## config.mk

```make
export PLATFORM = sky130hd
export DESIGN_NAME = bridge_steer
export DESIGN_NICKNAME = d
export VERILOG_FILES = /design/src/rtl/bs_pkg.sv /design/src/rtl/bs_sync.sv /design/src/rtl/bs_start_gate.sv /design/src/rtl/bs_pair_path.sv /design/src/rtl/bridge_steer.sv
export SDC_FILE = /design/constraint.sdc
export NUM_CORES = 1
export LEC_CHECK = 0
export ABC_AREA = 1
export CAP_MARGIN = 10
export CORE_MARGIN = 2
export CORE_UTILIZATION = 45
export CTS_CLUSTER_DIAMETER = 150
export DETAILED_ROUTE_END_ITERATION = 10
export PLACE_DENSITY = 0.69
export SLEW_MARGIN = 10
export SYNTH_ARGS = -nofsm -noshare
export SYNTH_HDL_FRONTEND = slang
export SYNTH_SLANG_ARGS = --single-unit
```

## constraint.sdc

```tcl
create_clock -name clk_i -period 2 [get_ports clk_i]
set_clock_uncertainty 0.2 [all_clocks]
set_input_delay 0.4 -clock clk_i [delete_from_list [all_inputs] [get_ports clk_i]]
set_output_delay 0.4 -clock clk_i [all_outputs]
set_load 0.1 [all_outputs]
```

## src/rtl/bs_pkg.sv

```systemverilog
package bs_pkg;
  localparam int unsigned MODE_W = 3;

  typedef struct packed {
    logic reserved;
    logic invert;
  } path_cfg_t;

  function automatic path_cfg_t decode_mode(logic [MODE_W-1:0] m);
    path_cfg_t c;
    c.reserved = m[2];
    c.invert   = ~m[2] & m[1];
    return c;
  endfunction
endpackage

```

## src/rtl/bs_sync.sv

```systemverilog
module bs_sync #(
  parameter int unsigned STAGES = 2,
  parameter int unsigned WIDTH  = 1
) (
  input  logic             clk_i,
  input  logic             rst_ni,
  input  logic [WIDTH-1:0] d_i,
  output logic [WIDTH-1:0] q_o
);
  logic [STAGES-1:0][WIDTH-1:0] stg_q;

  always_ff @(posedge clk_i or negedge rst_ni) begin
    if (!rst_ni) stg_q <= '0;
    else begin
      stg_q[0] <= d_i;
      for (int i = 1; i < STAGES; i++) stg_q[i] <= stg_q[i-1];
    end
  end

  assign q_o = stg_q[STAGES-1];
endmodule

```

## src/rtl/bs_start_gate.sv

```systemverilog
module bs_start_gate #(
  parameter int unsigned EDGES       = 35,
  parameter int unsigned SYNC_STAGES = 2
) (
  input  logic clk_i,
  input  logic rst_ni,
  input  logic pwm_i,
  output logic ready_o
);
  localparam int unsigned CNT_W = $clog2(EDGES + 1);
  localparam logic [CNT_W-1:0] CNT_MAX = CNT_W'(EDGES);

  logic             pwm_s, pwm_prev_q, rise;
  logic [CNT_W-1:0] cnt_q;

  bs_sync #(.STAGES(SYNC_STAGES), .WIDTH(1)) u_sync (
    .clk_i (clk_i),
    .rst_ni(rst_ni),
    .d_i   (pwm_i),
    .q_o   (pwm_s)
  );

  assign rise = pwm_s & ~pwm_prev_q;

  always_ff @(posedge clk_i or negedge rst_ni) begin
    if (!rst_ni) begin
      pwm_prev_q <= 1'b0;
      cnt_q      <= '0;
    end else begin
      pwm_prev_q <= pwm_s;
      if (rise && cnt_q != CNT_MAX) cnt_q <= cnt_q + 1'b1;
    end
  end

  assign ready_o = (cnt_q == CNT_MAX);
endmodule

```

## src/rtl/bs_pair_path.sv

```systemverilog
module bs_pair_path
  import bs_pkg::*;
#(
  parameter int unsigned SYNC_STAGES = 2
) (
  input  logic              clk_i,
  input  logic              rst_ni,
  input  logic              pair_arst_ni,
  input  logic              pair_rst_ni,
  input  logic [MODE_W-1:0] mode_i,
  input  logic [1:0]        pwm_i,
  input  logic              ramp_en_i,
  input  logic              ready_i,
  output logic [1:0]        en_o,
  output logic [1:0]        lvl_o,
  output logic [MODE_W-1:0] mode_q_o
);
  logic              live;
  logic [MODE_W-1:0] mode_q;
  path_cfg_t         cfg;
  logic              drive;

  // release synchronizer: live rises SYNC_STAGES clocks after pair reset release
  bs_sync #(.STAGES(SYNC_STAGES), .WIDTH(1)) u_rel (
    .clk_i (clk_i),
    .rst_ni(pair_arst_ni),
    .d_i   (1'b1),
    .q_o   (live)
  );

  // mode tracks input while the pair is held, frozen once live
  always_ff @(posedge clk_i or negedge rst_ni) begin
    if (!rst_ni)   mode_q <= '0;
    else if (!live) mode_q <= mode_i;
  end

  assign cfg   = decode_mode(mode_q);
  assign drive = pair_rst_ni & live & ready_i & ~cfg.reserved & ~ramp_en_i;

  assign en_o     = {2{drive}};
  assign lvl_o[0] = drive & pwm_i[0];
  assign lvl_o[1] = drive & (pwm_i[1] ^ cfg.invert);
  assign mode_q_o = mode_q;
endmodule

```

## src/rtl/bridge_steer.sv

```systemverilog
module bridge_steer
  import bs_pkg::*;
#(
  parameter int unsigned NUM_PAIRS   = 2,
  parameter int unsigned START_EDGES = 35,
  parameter int unsigned SYNC_STAGES = 2,
  localparam int unsigned NUM_CH     = 2 * NUM_PAIRS
) (
  input  logic              clk_i,
  input  logic              rst_ni,
  input  logic [NUM_CH-1:0] pwm_i,
  input  logic [MODE_W-1:0] mode_i,
  input  logic [NUM_PAIRS-1:0] pair_rst_ni,
  input  logic              ramp_en_i,
  output logic [NUM_CH-1:0] drv_en_o,
  output logic [NUM_CH-1:0] drv_lvl_o,
  output logic [NUM_PAIRS-1:0] gate_ready_o
);
  logic [NUM_PAIRS-1:0]             pair_arst_n;
  logic [NUM_PAIRS-1:0][MODE_W-1:0] mode_q;

  for (genvar p = 0; p < NUM_PAIRS; p++) begin : g_pair
    logic       ready;
    logic [1:0] en, lvl;

    assign pair_arst_n[p] = rst_ni & pair_rst_ni[p];

    bs_start_gate #(.EDGES(START_EDGES), .SYNC_STAGES(SYNC_STAGES)) u_gate (
      .clk_i  (clk_i),
      .rst_ni (pair_arst_n[p]),
      .pwm_i  (pwm_i[2*p]),
      .ready_o(ready)
    );

    bs_pair_path #(.SYNC_STAGES(SYNC_STAGES)) u_path (
      .clk_i       (clk_i),
      .rst_ni      (rst_ni),
      .pair_arst_ni(pair_arst_n[p]),
      .pair_rst_ni (pair_rst_ni[p]),
      .mode_i      (mode_i),
      .pwm_i       (pwm_i[2*p+1:2*p]),
      .ramp_en_i   (ramp_en_i),
      .ready_i     (ready),
      .en_o        (en),
      .lvl_o       (lvl),
      .mode_q_o    (mode_q[p])
    );

    assign drv_en_o[2*p+1:2*p]  = en;
    assign drv_lvl_o[2*p+1:2*p] = lvl;
    assign gate_ready_o[p]      = ready;
  end
endmodule

```

After elaboration in Yosys (flattened, before gate mapping). Cells that the tools add are included.

Register bits after elaboration: 28. Latch bits: 0. Memory bits (writable): 0. Memory bits (read-only): 0. Input bits: 12. Output and inout bits: 10. Logic and storage cells: 47. Memories: 0.

$add $sub $neg: 2. Multiply operators: 0. Divide/modulo/power cells: 0. $lt $le $gt $ge: 0. Equal/unequal tests: 4. Shifts and indexed selects: 0. Multiplexer cells: 0. Bitwise operators: 25. Reduce and logical (&&, ||, !) cells: 2.

Operators with widths (number): AND 1 bit (18); adder 6 x 1 -> 6 bit, second input constant (2); equality test 6 bit, second input constant (2); != test 6 bit, second input constant (2); inverter 1 bit (5); logical AND 1 bit (2); bitwise XOR 1 bit (2).

Logic depth before layout (Yosys ltp). Gate-level depths: netlist of run 1.

Word-level depth: 5. Mapped depth: 7. Depth with buffers taken out: 7.

Modules after synthesis. From an unflattened synthesis of run 1, not the netlist that was laid out.

Cell total of the unflattened synthesis: 170. Area, all modules: 1421.4 µm².

By module, submodules not included: bs_start_gate (instances 2, cells each 48, area an instance 409.1 µm², sequential area each 175.2 µm²); bs_pair_path (instances 2, cells each 30, area an instance 186.4 µm², sequential area each 75.1 µm²); bs_sync (instances 4, cells each 2, area an instance 50.0 µm², sequential area each 50.0 µm²); bridge_steer (instances 1, cells each 6, area an instance 30.0 µm², sequential area each 0.0 µm²).

Least setup slack after synthesis of run 1. OpenSTA, ideal clock, no wires.

Path kind: register -> output. Start point: register g_pair[0].u_gate.cnt_q[0]. End point: output drv_lvl_o[0]. Arrival: 2291 ps. Required time: 1400 ps. Slack: -891 ps. Stages on the path, launching flop included: 8. Path buffers: 0. Path through: dfrtp_1 -> ha_1 -> inv_2 -> nor2_4 -> nand3_4 -> nor2_4 -> inv_2 -> nor2_1.

Word-level cells in the longest chain between the ends: 5.

Ends and longest elaborated chain: start: declaration (RTL line bs_start_gate.sv:14) `logic [CNT_W-1:0] cnt_q;`; start signal: assignment (RTL line bs_start_gate.sv:31) `if (rise && cnt_q != CNT_MAX) cnt_q <= cnt_q + 1'b1;`; equality test 6 bit (RTL line bs_start_gate.sv:35) `assign ready_o = (cnt_q == CNT_MAX);`; AND 1 bit (3 in series) (RTL line bs_pair_path.sv:38) `assign drive = pair_rst_ni & live & ready_i & ~cfg.reserved & ~ramp_en_i;`; named net g_pair[0].u_path.drive (RTL line bs_pair_path.sv:21) `logic drive;`; AND 1 bit (RTL line bs_pair_path.sv:41) `assign lvl_o[0] = drive & pwm_i[0];`; end: declaration (RTL line bridge_steer.sv:16) `output logic [NUM_CH-1:0] drv_lvl_o,`.

The timed path passes the listed nets, and every way through them passes these cells.

Worst setup path in the final report of run 1.
Start point: register g_pair[0].u_gate.cnt_q[1]. End point: output drv_lvl_o[0].

Word-level cells in the longest chain between the ends: 5.

Ends and longest elaborated chain (RTL line): equality test 6 bit (bs_start_gate.sv:35); AND 1 bit (3 in series) (bs_pair_path.sv:38); AND 1 bit (bs_pair_path.sv:41).

No other way between the ends.

==> flow_summary.ini, run 1 <==
[critical_path]
startpoint = g_pair[0].u_gate.cnt_q[1]
cp.required_ps = 1400
critical_path.top_delay_family = flip-flops
crit_path_frequent_cell = nor2_4
endpoint_kind = primary output
path_buf_inv = 3
cp-start-kind = flop
r2r-start = g_pair[0].u_gate.cnt_q[1]
critPathMaxStageDelay_ps = 420
crit_chain = ha_4 -> inv_2 -> nor2_4 -> nand3_4 -> nor2_4 -> inv_2 -> nor2_4 -> buf_12
crit_slowest_cell = dfrtp_1
path_max_fanout = 2
cp.arrival_ps = 1590
path_class = flop to primary output

[logic_synthesis]
synth_seq_cells = 26
yosysMostFrequentCell = nand2_1
synth_edf_count = 0
synthTopCellsByCount = nand2_1 (48), dfrtp_1 (26), inv_1 (23), nand3_1 (12), nor2_1 (10)
synth.distinct_cells = 23
async_flop_share_pct = 100
ys.flop_type = dfrtp_1
synth_area_leaders = dfrtp_1 (50%), nand2_1 (14%), inv_1 (6.7%), nand3_1 (4.6%), buf_4 (3.5%)
syn_area_sq_mm = 0.00130
ys_seq_area_share_pct = 50.2
ys_warn_count = 0
syn-instance-count = 155
yosysTopAreaCellShare_pct = 50.2
avgSynthCellArea_sq_um = 8.36
synth_top_area_cell = dfrtp_1

[min_path]
hp-class = input port to asynchronous set/reset pin

[cells_and_area]
area_growth_pct = 43.0
n_antenna_cell = 0
final_cell_area_sq_mm = 0.00185
final_util_pct = 67.2
fillerInstances = 227
drive_gt1_share_pct = 30.2
nets = 208

[routing]
dr.pass1.iters = 4
wl_mm = 2.71
post_drt_via_cell_ratio = 4.94
drc_errors = 0
vias = 1102
drtIter0Drc = 47
routedWlPerCell_um = 12.2
ant_nets = 0

[place]
io_buffer_count = 20
place_congestion = 0.787
placed_area_sq_mm = 0.00171
dp_hpwl_mm = 1.93
dp_slack_ps = -124

[clock_network]
clk_latency_ps = 320
clock-sinks = 26
clk_pin_slew_ps = 130
h-tree-depth = 1
cts_root_buf = clkbuf_4
cts_buffers = 3
clock_path_buffers = 2
cts_tree = yes

[global_routing]
antenna_found_initial = 0
grt_usage_pct = 18.7
grt_pass1_wl_mm = 4.87
grt_remaining_overflow = 0
first_global_vias = 1155
grt_max_degree = 14

[power]
p_switching_w = 0.000502
combPwrFrac_pct = 33.3
p_leak_nw = 0.908
power_frac_seq_pct = 51.3
ir_drop_v = 0.000763
power_density_mw_per_mm2 = 768
clockPowerShare_pct = 15.4
p_int_w = 0.000922
sw_frac_of_total_pct = 35.2

[floorplanning]
fp.coreArea_sq_mm = 0.00276
ios = 22
die_w_um = 57.7
fp-row-count = 19
fp.dieH_um = 57.7
start_util_pct = 47.0
dieArea_sq_mm = 0.00333

[timing]
whs_ps = 90.6
hold_viol_final = 0
setup_tns_ps = -1560
finalMaxSlewViolations = 0
fmaxAchievable_ghz = 0.456
setup_viol_count_final = 10
finalWorstSetupSlack_ps = -192
period_minus_slack_ps = 2190
rsz0062_at_grt = yes
fin_crit_sh_pct = 110

[flow_run]
drv_cap = 0

[run_status]
status = finished with violations
violations = setup timing
-- what timing repair did --
| action | CTS | global route |
|---|---|---|
| pin swaps | 5 | 5 |
| endpoints found under the setup margin | 10 | 10 |
| gates cloned | 0 | 0 |
| gates resized for setup | 6 | 7 |
| hold buffers | 0 | 0 |
| setup buffers | 5 | 7 |
-- per-layer routing --
layer / GRT usage, % / vias to the layer above / share of wire [%]
met5: 0 / - / 0
met4: 3.99 / 0 / 1.1
met3: 5.13 / 5 / 2.9
met2: 34.1 / 12 / 57
met1: 21.8 / 540 / 39
li1: - / 545 / -
-- area by class of cell --
| class | count | area, sq um | share of cell area (%) |
|---|---|---|---|
| clock buffers | 3 | 22.5 | 1.22 |
| inverters | 26 | 103 | 5.54 |
| multi-input cells | 98 | 588 | 31.7 |
| flip-flops and latches | 26 | 651 | 35.1 |
| well taps | 31 | 38.8 | 2.09 |
| repair buffers | 39 | 450 | 24.3 |
-- per-stage QoR --
step | instances | total power (W)
final | 223 | 0.00142
after detailed placement | 209 | 0.00111
after global placement | 209 | 0.00107
after global routing | 223 | 0.00153
after floorplan | 156 | 0.000975
after CTS | 217 | 0.00136
-- final timing paths --
kind | slack (ps) | cells after the start | endpoint
max in group asynchronous | 840 | 3 | g_pair[0].u_gate.cnt_q[5]
min in group clk_i | 170 | 0 | g_pair[1].u_gate.u_sync.q_o
min reg2reg | 170 | 0 | g_pair[1].u_gate.u_sync.q_o
max reg2reg | 310 | 10 | g_pair[0].u_gate.cnt_q[0]
max | -190 | 8 | drv_lvl_o[0]
min | 90 | 1 | g_pair[0].u_path.mode_q_o[1]
-- layout by cell type, fill, tap and decap left out, drive strengths merged --
cell,instances
buf,29
o21ai,3
xnor2,1
xor2,3
nand3b,1
o21bai,1
nand4,4
dfrtp,26
a21oi,2
inv,26
conb,2
nand3,14
clkbuf,3
nand2,49
ha,2
clkdlybuf4s50,10
nor2,16
-- registers in the layout (all words and copies together), names as in the netlist --
signal	cells
g_pair.u_gate.cnt_q	12
g_pair.u_gate.pwm_prev_q	2
g_pair.u_gate.u_sync.q_o	2
g_pair.u_gate.u_sync.stg_q	2
g_pair.u_path.mode_q_o	4
g_pair.u_path.u_rel.q_o	2
g_pair.u_path.u_rel.stg_q	2
-- kinds of logic (layout without fill, tap and decap cells) --
group	Yosys count	after routing	synth area share, %
adder cells (fa/ha/maj)	2	2	1.93
AND/OR/NAND/NOR	84	84	31.1
buffers and inverters	32	68	11.0
XOR/XNOR	4	4	2.70
flip-flops	26	26	50.2
AO/OA/AOI/OAI	6	6	2.80
other	1	2	0.289
-- power by group through the flow --
stage | logic [W] | registers [W] | clock network, W
global placement | 0.000345 | 0.000729 | 0
CTS | 0.000404 | 0.000722 | 0.000233
floorplan | 0.000252 | 0.000723 | 0
detailed placement | 0.000370 | 0.000736 | 0
global route | 0.000533 | 0.000743 | 0.000253
finish | 0.000474 | 0.000730 | 0.000220
-- worst register-to-register path: cells and delay by family, from the launching register on --
kind | cells | cell delay [ps]
adder cells (fa/ha/maj) | 1 | 160
buffers and inverters | 4 | 440
flip-flops | 1 | 420
AND/OR/NAND/NOR | 5 | 410
No activity file was read; power rests on OpenSTA's default activity.
==> inputs of run 2 (changes only) <==
--- a/config.mk
+++ b/config.mk
@@ -11,7 +11,8 @@
 export CORE_UTILIZATION = 45
 export CTS_CLUSTER_DIAMETER = 150
 export DETAILED_ROUTE_END_ITERATION = 10
-export PLACE_DENSITY = 0.69
+export DONT_BUFFER_PORTS = 1
+export PLACE_DENSITY = 0.6
 export SLEW_MARGIN = 10
 export SYNTH_ARGS = -nofsm -noshare
 export SYNTH_HDL_FRONTEND = slang
==> constraint.sdc (replaced) <==
create_clock -name clk_i -period 2.4 [get_ports clk_i]
set_clock_uncertainty 0.2 [all_clocks]
set_input_delay 0.48 -clock clk_i [delete_from_list [all_inputs] [get_ports clk_i]]
set_output_delay 0.48 -clock clk_i [all_outputs]
set_load 0.1 [all_outputs]
==> flow_summary.ini, run 2 (same netlist as run 1, synthesis figures left out) <==
[global_routing]
first_global_vias = 1015
grt_max_degree = 16
grt_remaining_overflow = 0
grt_pass1_wl_mm = 4.24
antenna_found_initial = 0
grt_usage_pct = 16.6

[min_path]
min_to = g_pair[1].u_path.mode_q_o[2]
hold_depth = 2
hp-class = input port to flop
min-delay-start = mode_i[2]

[routing]
post_drt_via_cell_ratio = 4.82
ant_nets = 0
drtIter0Drc = 12
wl_mm = 2.42
dr.pass1.iters = 4
drc_errors = 0
vias = 1026
routedWlPerCell_um = 11.4

[clock_network]
clk_latency_ps = 320
clk_pin_slew_ps = 140
cts_tree = yes
clock_path_buffers = 2
clock-sinks = 26
cts_buffers = 3
cts_root_buf = clkbuf_4
h-tree-depth = 1

[power]
ir_drop_v = 0.000477
power_density_mw_per_mm2 = 732
p_leak_nw = 0.866

[floorplanning]
dieArea_sq_mm = 0.00333
fp-row-count = 19
fp.coreArea_sq_mm = 0.00276
fp.dieH_um = 57.7
ios = 22
die_w_um = 57.7
start_util_pct = 47.0

[place]
io_buffer_count = 0
dp_hpwl_mm = 1.59
place_congestion = 0.781

[critical_path]
endpoint_kind = primary output
r2r-start = g_pair[1].u_gate.cnt_q[1]
r2r_slack_ps = 690
cp.required_ps = 1720
cp-start-kind = flop
path_max_fanout = 3
path_class = flop to primary output
reg2reg_depth = 7
timing.rr.end = g_pair[1].u_gate.cnt_q[3]
cp.arrival_ps = 1660

[cells_and_area]
largest-register = g_pair.u_gate.cnt_q
area_growth_pct = 33.2
layout_commonest_cell = nand2_1
largest_reg_flops = 12
drive_gt1_share_pct = 26.4
n_antenna_cell = 0
layout_common_cells = nand2_1 (48), dfrtp_1 (26), inv_1 (22)
final_util_pct = 62.6
nets = 197

[timing]
rsz0062_at_grt = yes
hold_viol_final = 0
whs_ps = 109
setup_viol_count_final = 0
fin_crit_sh_pct = 97.5
fmaxAchievable_ghz = 0.427
period_minus_slack_ps = 2340
finalMaxSlewViolations = 0

[run_status]
status = completed

[flow_run]
drv_cap = 0
run 2: cell types whose count changed in the layout (fill, tap and decap cells not counted), moves of 2 or more:
cell,change
nor2_1,+2
dlygate4sd3_1,+5
clkdlybuf4s50_1,-10
inv_1,+2
inv_4,-2
nor2_2,-2
buf_12,-5
run 2: cell type report:
type | count | area (sq um)
repair buffers | 28 | 309
well taps | 31 | 38.8
clock buffers | 3 | 22.5
flip-flops and latches | 26 | 651
multi-input cells | 98 | 578
fillers | 221 | 1030
clock inverters | 1 | 30.0
inverters | 26 | 97.6
run 2: how the worst max path moves through the flow:
stage	from	slack, ps	cells after the start	endpoint
3_3_place_gp	g_pair[0].u_gate.cnt_q[0]	240	8	drv_lvl_o[1]
4_1_cts	g_pair[1].u_gate.cnt_q[1]	9	6	drv_lvl_o[3]
3_5_place_dp	g_pair[0].u_gate.cnt_q[0]	220	8	drv_lvl_o[1]
6_report	g_pair[1].u_gate.cnt_q[1]	60	6	drv_en_o[2]
5_1_grt	g_pair[1].u_gate.cnt_q[1]	-60	6	drv_en_o[2]
2_1_floorplan	g_pair[0].u_gate.cnt_q[0]	-100	7	drv_lvl_o[0]
run 2: timing repair:
action	in CTS	in global routing
endpoints found under the setup margin	8	9
resized for setup	2	10
hold buffers	5	0
pin swaps	1	5
gates cloned	0	0
setup buffers	7	8
hold endpoints to repair	28	0
run 2: metal layers:
| metal | vias to the layer above | routed length, um | track usage [%] |
|---|---|---|---|
| li1 | 519 | - | - |
| met1 | 488 | 1030 | 20.6 |
| met3 | 2 | 76 | 2.90 |
| met2 | 17 | 1300 | 28.1 |
| met5 | - | 0 | 0 |
| met4 | 0 | 17 | 7.97 |
run 2: critical path, cell delays in order (launching register included):
cell     delay, ps
dfrtp_1        430
ha_4           180
nand3_4         80
nor2_4         150
nand4_4        150
inv_2          100
buf_12         240
run 2: power breakdown:
part	switching [W]	leakage [nW]	internal [W]
clock network	0.000126	0.0279	0.000169
registers	0.0000937	0.327	0.000513
logic	0.000185	0.511	0.000177
run 2: through the flow:
| stage | setup slack (ps) | area, sq um | instances | total power (W) | TNS, ps |
|---|---|---|---|---|---|
| 2_1_floorplan | -99.4 | 1310 | 156 | 0.000799 | -367 |
| 3_3_place_gp | 241 | 1440 | 189 | 0.000836 | 0 |
| 3_5_place_dp | 215 | 1440 | 189 | 0.000848 | 0 |
| 4_1_cts | 9.01 | 1600 | 205 | 0.00119 | 0 |
| 5_1_grt | -61.4 | 1730 | 213 | 0.00136 | -166 |
| 6_report | 59.3 | 1730 | 213 | 0.00126 | 0 |
==> inputs of run 3 (changes only) <==
--- a/config.mk
+++ b/config.mk
@@ -12,6 +12,7 @@
 export CTS_CLUSTER_DIAMETER = 150
 export DETAILED_ROUTE_END_ITERATION = 10
 export DONT_BUFFER_PORTS = 1
+export GPL_TIMING_DRIVEN = 1
 export PLACE_DENSITY = 0.6
 export SLEW_MARGIN = 10
 export SYNTH_ARGS = -nofsm -noshare
==> results of run 3 <==
No change in the layout: final DEF, timing and power equal those of run 2.
